**src/rtl/dly_code_pkg.sv**
```systemverilog
package dly_code_pkg;

   typedef enum logic {
      PROG_PAR = 1'b0,
      PROG_SER = 1'b1
   } prog_mode_e;

   typedef enum logic {
      EDGE_RISE = 1'b0,
      EDGE_FALL = 1'b1
   } edge_kind_e;

   function automatic bit pins_distinct(input int a, input int b, input int c);
      return (a != b) && (a != c) && (b != c);
   endfunction

   function automatic bit pin_in_range(input int idx, input int width);
      return (idx >= 0) && (idx < width);
   endfunction

endpackage

```
**src/rtl/dly_code_sync.sv**
```systemverilog
module dly_code_sync #(
   parameter int N      = 10,
   parameter int STAGES = 2
) (
   input  logic         clk,
   input  logic         rst_n,
   input  logic [N-1:0] d,
   output logic [N-1:0] q
);

   if (N < 1) begin : g_bad_n
      $error("dly_code_sync: N must be at least 1");
   end
   if (STAGES < 0) begin : g_bad_stages
      $error("dly_code_sync: STAGES must not be negative");
   end

   if (STAGES == 0) begin : g_pass
      assign q = d;
   end else begin : g_chain
      logic [N-1:0] ff [STAGES];

      always_ff @(posedge clk or negedge rst_n) begin
         if (!rst_n) begin
            for (int s = 0; s < STAGES; s++) begin
               ff[s] <= '0;
            end
         end else begin
            ff[0] <= d;
            for (int s = 1; s < STAGES; s++) begin
               ff[s] <= ff[s-1];
            end
         end
      end

      assign q = ff[STAGES-1];
   end

endmodule

```
**src/rtl/dly_code_edge.sv**
```systemverilog
module dly_code_edge
   import dly_code_pkg::*;
#(
   parameter edge_kind_e KIND = EDGE_RISE
) (
   input  logic clk,
   input  logic rst_n,
   input  logic d,
   output logic hit
);

   logic d_q;

   always_ff @(posedge clk or negedge rst_n) begin
      if (!rst_n) begin
         d_q <= 1'b0;
      end else begin
         d_q <= d;
      end
   end

   if (KIND == EDGE_RISE) begin : g_rise
      assign hit = d & ~d_q;
   end else begin : g_fall
      assign hit = ~d & d_q;
   end

endmodule

```
**src/rtl/dly_code_shift.sv**
```systemverilog
module dly_code_shift #(
   parameter int W = 8
) (
   input  logic         clk,
   input  logic         rst_n,
   input  logic         shift_en,
   input  logic         din,
   output logic [W-1:0] shreg
);

   if (W < 2) begin : g_bad_w
      $error("dly_code_shift: W must be at least 2");
   end

   logic [W-1:0] nxt;

   for (genvar i = 0; i < W; i++) begin : g_bit
      if (i == 0) begin : g_lsb
         assign nxt[i] = din;
      end else begin : g_up
         assign nxt[i] = shreg[i-1];
      end
   end

   always_ff @(posedge clk or negedge rst_n) begin
      if (!rst_n) begin
         shreg <= '0;
      end else if (shift_en) begin
         shreg <= nxt;
      end
   end

endmodule

```
**src/rtl/dly_code_active.sv**
```systemverilog
module dly_code_active
   import dly_code_pkg::*;
#(
   parameter int W = 8
) (
   input  logic         clk,
   input  logic         rst_n,
   input  prog_mode_e   mode,
   input  logic         le_lvl,
   input  logic         le_fall,
   input  logic [W-1:0] par_code,
   input  logic [W-1:0] ser_code,
   output logic [W-1:0] code
);

   logic         load;
   logic [W-1:0] load_val;

   always_comb begin
      load     = 1'b0;
      load_val = par_code;
      unique case (mode)
         PROG_PAR: begin
            load     = le_lvl;
            load_val = par_code;
         end
         PROG_SER: begin
            load     = le_fall;
            load_val = ser_code;
         end
         default: begin
            load     = 1'b0;
            load_val = par_code;
         end
      endcase
   end

   always_ff @(posedge clk or negedge rst_n) begin
      if (!rst_n) begin
         code <= '0;
      end else if (load) begin
         code <= load_val;
      end
   end

endmodule

```
**src/rtl/dly_code_reg.sv**
```systemverilog
module dly_code_reg
   import dly_code_pkg::*;
#(
   parameter int CODE_W      = 8,
   parameter int SYNC_STAGES = 2,
   parameter int DOUT_BIT    = 0,
   parameter int SCLK_BIT    = 1,
   parameter int DIN_BIT     = 2
) (
   input  logic              clk,
   input  logic              rst_n,
   input  logic              ser_sel_i,
   input  logic              le_i,
   input  logic [CODE_W-1:0] code_i,
   output logic [CODE_W-1:0] code_o,
   output logic              sdo_o,
   output logic              sdo_oe_o
);

   localparam int SYNC_W  = CODE_W + 2;
   localparam int MODE_IX = CODE_W + 1;
   localparam int LE_IX   = CODE_W;

   if (CODE_W < 3) begin : g_bad_width
      $error("dly_code_reg: CODE_W must be at least 3");
   end
   if (!pin_in_range(DOUT_BIT, CODE_W) || !pin_in_range(SCLK_BIT, CODE_W) ||
       !pin_in_range(DIN_BIT, CODE_W)) begin : g_bad_range
      $error("dly_code_reg: serial pin index outside the code bus");
   end
   if (!pins_distinct(DOUT_BIT, SCLK_BIT, DIN_BIT)) begin : g_bad_share
      $error("dly_code_reg: serial pins must be distinct code bits");
   end

   logic [SYNC_W-1:0] raw_pins;
   logic [SYNC_W-1:0] sync_pins;
   logic [CODE_W-1:0] code_s;
   logic              mode_s;
   logic              le_s;
   logic              sclk_s;
   logic              din_s;
   logic              le_fall;
   logic              sclk_rise;
   logic              shift_en;
   logic [CODE_W-1:0] shreg;
   prog_mode_e        mode_e;

   assign raw_pins = {ser_sel_i, le_i, code_i};

   dly_code_sync #(
      .N      (SYNC_W),
      .STAGES (SYNC_STAGES)
   ) u_sync (
      .clk   (clk),
      .rst_n (rst_n),
      .d     (raw_pins),
      .q     (sync_pins)
   );

   assign code_s = sync_pins[CODE_W-1:0];
   assign mode_s = sync_pins[MODE_IX];
   assign le_s   = sync_pins[LE_IX];
   assign sclk_s = code_s[SCLK_BIT];
   assign din_s  = code_s[DIN_BIT];
   assign mode_e = prog_mode_e'(mode_s);

   dly_code_edge #(
      .KIND (EDGE_FALL)
   ) u_le_edge (
      .clk   (clk),
      .rst_n (rst_n),
      .d     (le_s),
      .hit   (le_fall)
   );

   dly_code_edge #(
      .KIND (EDGE_RISE)
   ) u_sclk_edge (
      .clk   (clk),
      .rst_n (rst_n),
      .d     (sclk_s),
      .hit   (sclk_rise)
   );

   assign shift_en = (mode_e == PROG_SER) && le_s && sclk_rise;

   dly_code_shift #(
      .W (CODE_W)
   ) u_shift (
      .clk      (clk),
      .rst_n    (rst_n),
      .shift_en (shift_en),
      .din      (din_s),
      .shreg    (shreg)
   );

   dly_code_active #(
      .W (CODE_W)
   ) u_active (
      .clk      (clk),
      .rst_n    (rst_n),
      .mode     (mode_e),
      .le_lvl   (le_s),
      .le_fall  (le_fall),
      .par_code (code_s),
      .ser_code (shreg),
      .code     (code_o)
   );

   assign sdo_o    = shreg[CODE_W-1];
   assign sdo_oe_o = (mode_e == PROG_SER);

endmodule

```
**config.mk**
```make
export PLATFORM = sky130hd
export DESIGN_NAME = dly_code_reg
export DESIGN_NICKNAME = d
export VERILOG_FILES = /design/src/rtl/dly_code_pkg.sv /design/src/rtl/dly_code_sync.sv /design/src/rtl/dly_code_edge.sv /design/src/rtl/dly_code_shift.sv /design/src/rtl/dly_code_active.sv /design/src/rtl/dly_code_reg.sv
export SDC_FILE = /design/constraint.sdc
export NUM_CORES = 1
export LEC_CHECK = 0
export ABC_AREA = 1
export CAP_MARGIN = 20
export CORE_UTILIZATION = 42
export CTS_BUF_LIST = sky130_fd_sc_hd__clkbuf_8
export CTS_CLUSTER_SIZE = 25
export DETAILED_ROUTE_END_ITERATION = 7
export PLACE_DENSITY = 0.67
export SLEW_MARGIN = 20
export SYNTH_ARGS = -nofsm -noshare
export SYNTH_HDL_FRONTEND = slang
export SYNTH_SLANG_ARGS = --single-unit
```
**constraint.sdc**
```tcl
create_clock -name clk -period 1.2 [get_ports clk]
set_input_delay 0.24 -clock clk [delete_from_list [all_inputs] [get_ports clk]]
set_output_delay 0.24 -clock clk [all_outputs]
set_load 0.05 [all_outputs]
```
==> flow_summary.ini <==
[job]
drv_cap = 0

[sta]
tns_ns = 0
rsz0062_at_grt = false
tightest_slew_ns = 0.248
slew_headroom = 0.834
finalCritPeriodShare = 0.955
hold_violations = 0
fin_skew_ns = 0.00325
fin_crit_ns = 1.15
finalMaxSlewViolations = 0
whs_ns = 0.320
max_freq_ghz = 0.873
setup_viol = 0

[outcome]
status = complete, no violations

[synth]
synth_nets = 132
synth-xor-area-share = 0
synth_area_sq_mm = 0.00132
yosysWarnings = 0
synth_cells = 120
synth_simple_gate_area_frac = 0.257
ys_seq_area_frac = 0.720
synth_fa_ha_area_frac = 0
synth_area_leaders = dfrtp_1 72%, nand2_1 16%, nand3_1 6.1%, nand2_4 1.7%, nand3_4 1.3%
syn_avg_cell_area_sq_um = 11.0
yosysTopAreaCellShare = 0.720
ys_ff_latch = 38
synth.largest_area_cell = dfrtp_1
synthMuxAreaShare = 0
post_synth_num_cell_types = 11
synth_compound_area_frac = 0.00379
synth_top_family_by_area = simple AND/OR/NAND/NOR gates

[die]
coreArea_sq_mm = 0.00288
die-area_sq_mm = 0.00337
initial_utilization = 0.459
die_h_um = 58.1
die_w_um = 58.1
rows = 19
io_pins = 22

[drt]
drtAntennaViolNets = 0
drtIter0Drc = 32
first_pass_iters = 4
detail_route.wl_per_cell_um = 11.2
viasPerCell = 4.47
vias = 868
drt-total-wl_mm = 2.17
drc_errors = 0

[cells_and_area]
fin_cells = 194
diodes = 0
final_util = 0.630
area_growth_pct = 37.2
final_area_sq_mm = 0.00181
nNetsFinal = 163
drive_above_1_share = 0.191

[setup_path]
cp_cell_sequence = buf_12
cp-start-kind = flop
path_delay_family = flip-flops
cp.arrival_ns = 0.91
critPathMaxFanout = 6
reg2reg_slack_ns = 0.11
slowest_stage = dfrtp_2
max_stage_delay_ns = 0.46
required_ns = 0.96
crit_path_end_kind = primary output
cp.buffers_inverters = 1
path_class = reg2out

[grt]
grt_pass1_vias = 887
antenna_found_initial = 0
grt_max_degree = 39
grt_overflow_total = 0
grt_pass1_wl_mm = 3.90
grt_util_all_layers = 0.158

[clock_network]
cts_root_buf = clkbuf_8
cts_max_path_buffers = 2
cts_tree = yes
cts_num_sinks = 38
h-tree-depth = 2
cts-hold-fix-buffers = 0
numCtsBuffers = 5
clkTransAtPathRegs_ns = 0.07
worstSkewPairLatency_ns = 0.28

[power_and_ir_drop]
power_leakage_uw = 0.000915
p_per_area_mw_per_mm2 = 1590
ir_drop_mv = 1.00

[worst_hold_path]
hold_path_class = in2async

[placed_design]
place_area_sq_mm = 0.00170
portBuffers = 21
dp.cells = 184
gp_congestion = 0.890
dp_hpwl_mm = 1.54
[cells by family after synthesis]
| kind of cell | count (synthesis) |
|---|---|
| and+or+nand+nor | 76 |
| DFF | 38 |
| buffers and inverters | 5 |
| AOI/OAI and AO/OA | 1 |
[where the power goes]
part	switching, uW	internal (uW)	total (uW)
clock network	402	454	856
logic	281	247	529
registers	93.6	1400	1490
[sequential cells by signal, indices dropped and copies added (netlist names)]
register / count
u_active.code: 8
u_le_edge.d_q: 1
u_sclk_edge.d_q: 1
u_shift.shreg: 8
u_sync.g_chain.ff: 10
u_sync.q: 10
[synth_stat cells]
cell type  number
inv_2           2
o21ai_0         1
nand3_1        16
nor2_2          1
nand3_4         1
dfrtp_1        38
nand2_2         1
nand2_1        55
nand2_4         2
buf_6           1
inv_1           2
[metrics by stage]
step                worst slack (ns)  total power (uW)
finish                        0.0545              2870
global route                 0.00316              3030
CTS                           0.0418              2900
detailed placement            0.0708              2040
global placement               0.102              2020
floorplan                     0.0936              1740
[worst paths after layout]
check | startpoint | end | cells after the start
min | rst_n | u_active.code[0] | 2
max | u_sync.q[9] | sdo_oe_o | 1
min reg2reg | u_sync.g_chain.ff[17] | u_sync.q[7] | 0
max in group asynchronous | rst_n | u_sync.q[9] | 2
min in group clk | u_sync.g_chain.ff[17] | u_sync.q[7] | 0
max reg2reg | u_sync.q[9] | u_active.code[1] | 5
[cells in the final DEF, fill, tap and decap left out]
master | netlist | final
clkbuf_8 | 0 | 6
clkinv_2 | 0 | 1
nand2_4 | 2 | 2
dfrtp_1 | 38 | 37
nand2_1 | 55 | 55
inv_1 | 2 | 3
buf_12 | 0 | 11
o21ai_0 | 1 | 1
inv_2 | 2 | 2
dfrtp_2 | 0 | 1
nand3_1 | 16 | 16
nor2_4 | 0 | 1
nand3_4 | 1 | 1
buf_4 | 0 | 3
nand2_2 | 1 | 1
clkdlybuf4s50_1 | 0 | 11
[area by class of cell]
class / count / area [sq um]
multi-input cells: 77 / 349
flip-flops and latches: 38 / 952
fillers: 233 / 1060
inverters: 4 / 15.0
well taps: 42 / 52.6
clock buffers: 6 / 82.6
clock inverters: 2 / 8.76
repair buffers: 25 / 353
[layer usage]
metal	vias up	routed length, um	GRT usage
li1	434	-	-
met1	403	973	0.200
met2	29	1060	0.241
met3	2	122	0.0625
met4	0	16	0.0680
met5	-	0	0
[repair_timing]
| item | 4_1_cts | 5_1_grt |
|---|---|---|
| endpoints found under the setup margin | 1 | 8 |
| resized for setup | 0 | 1 |
| buffers inserted | 2 | 0 |
No activity file was read; power rests on OpenSTA's default activity.
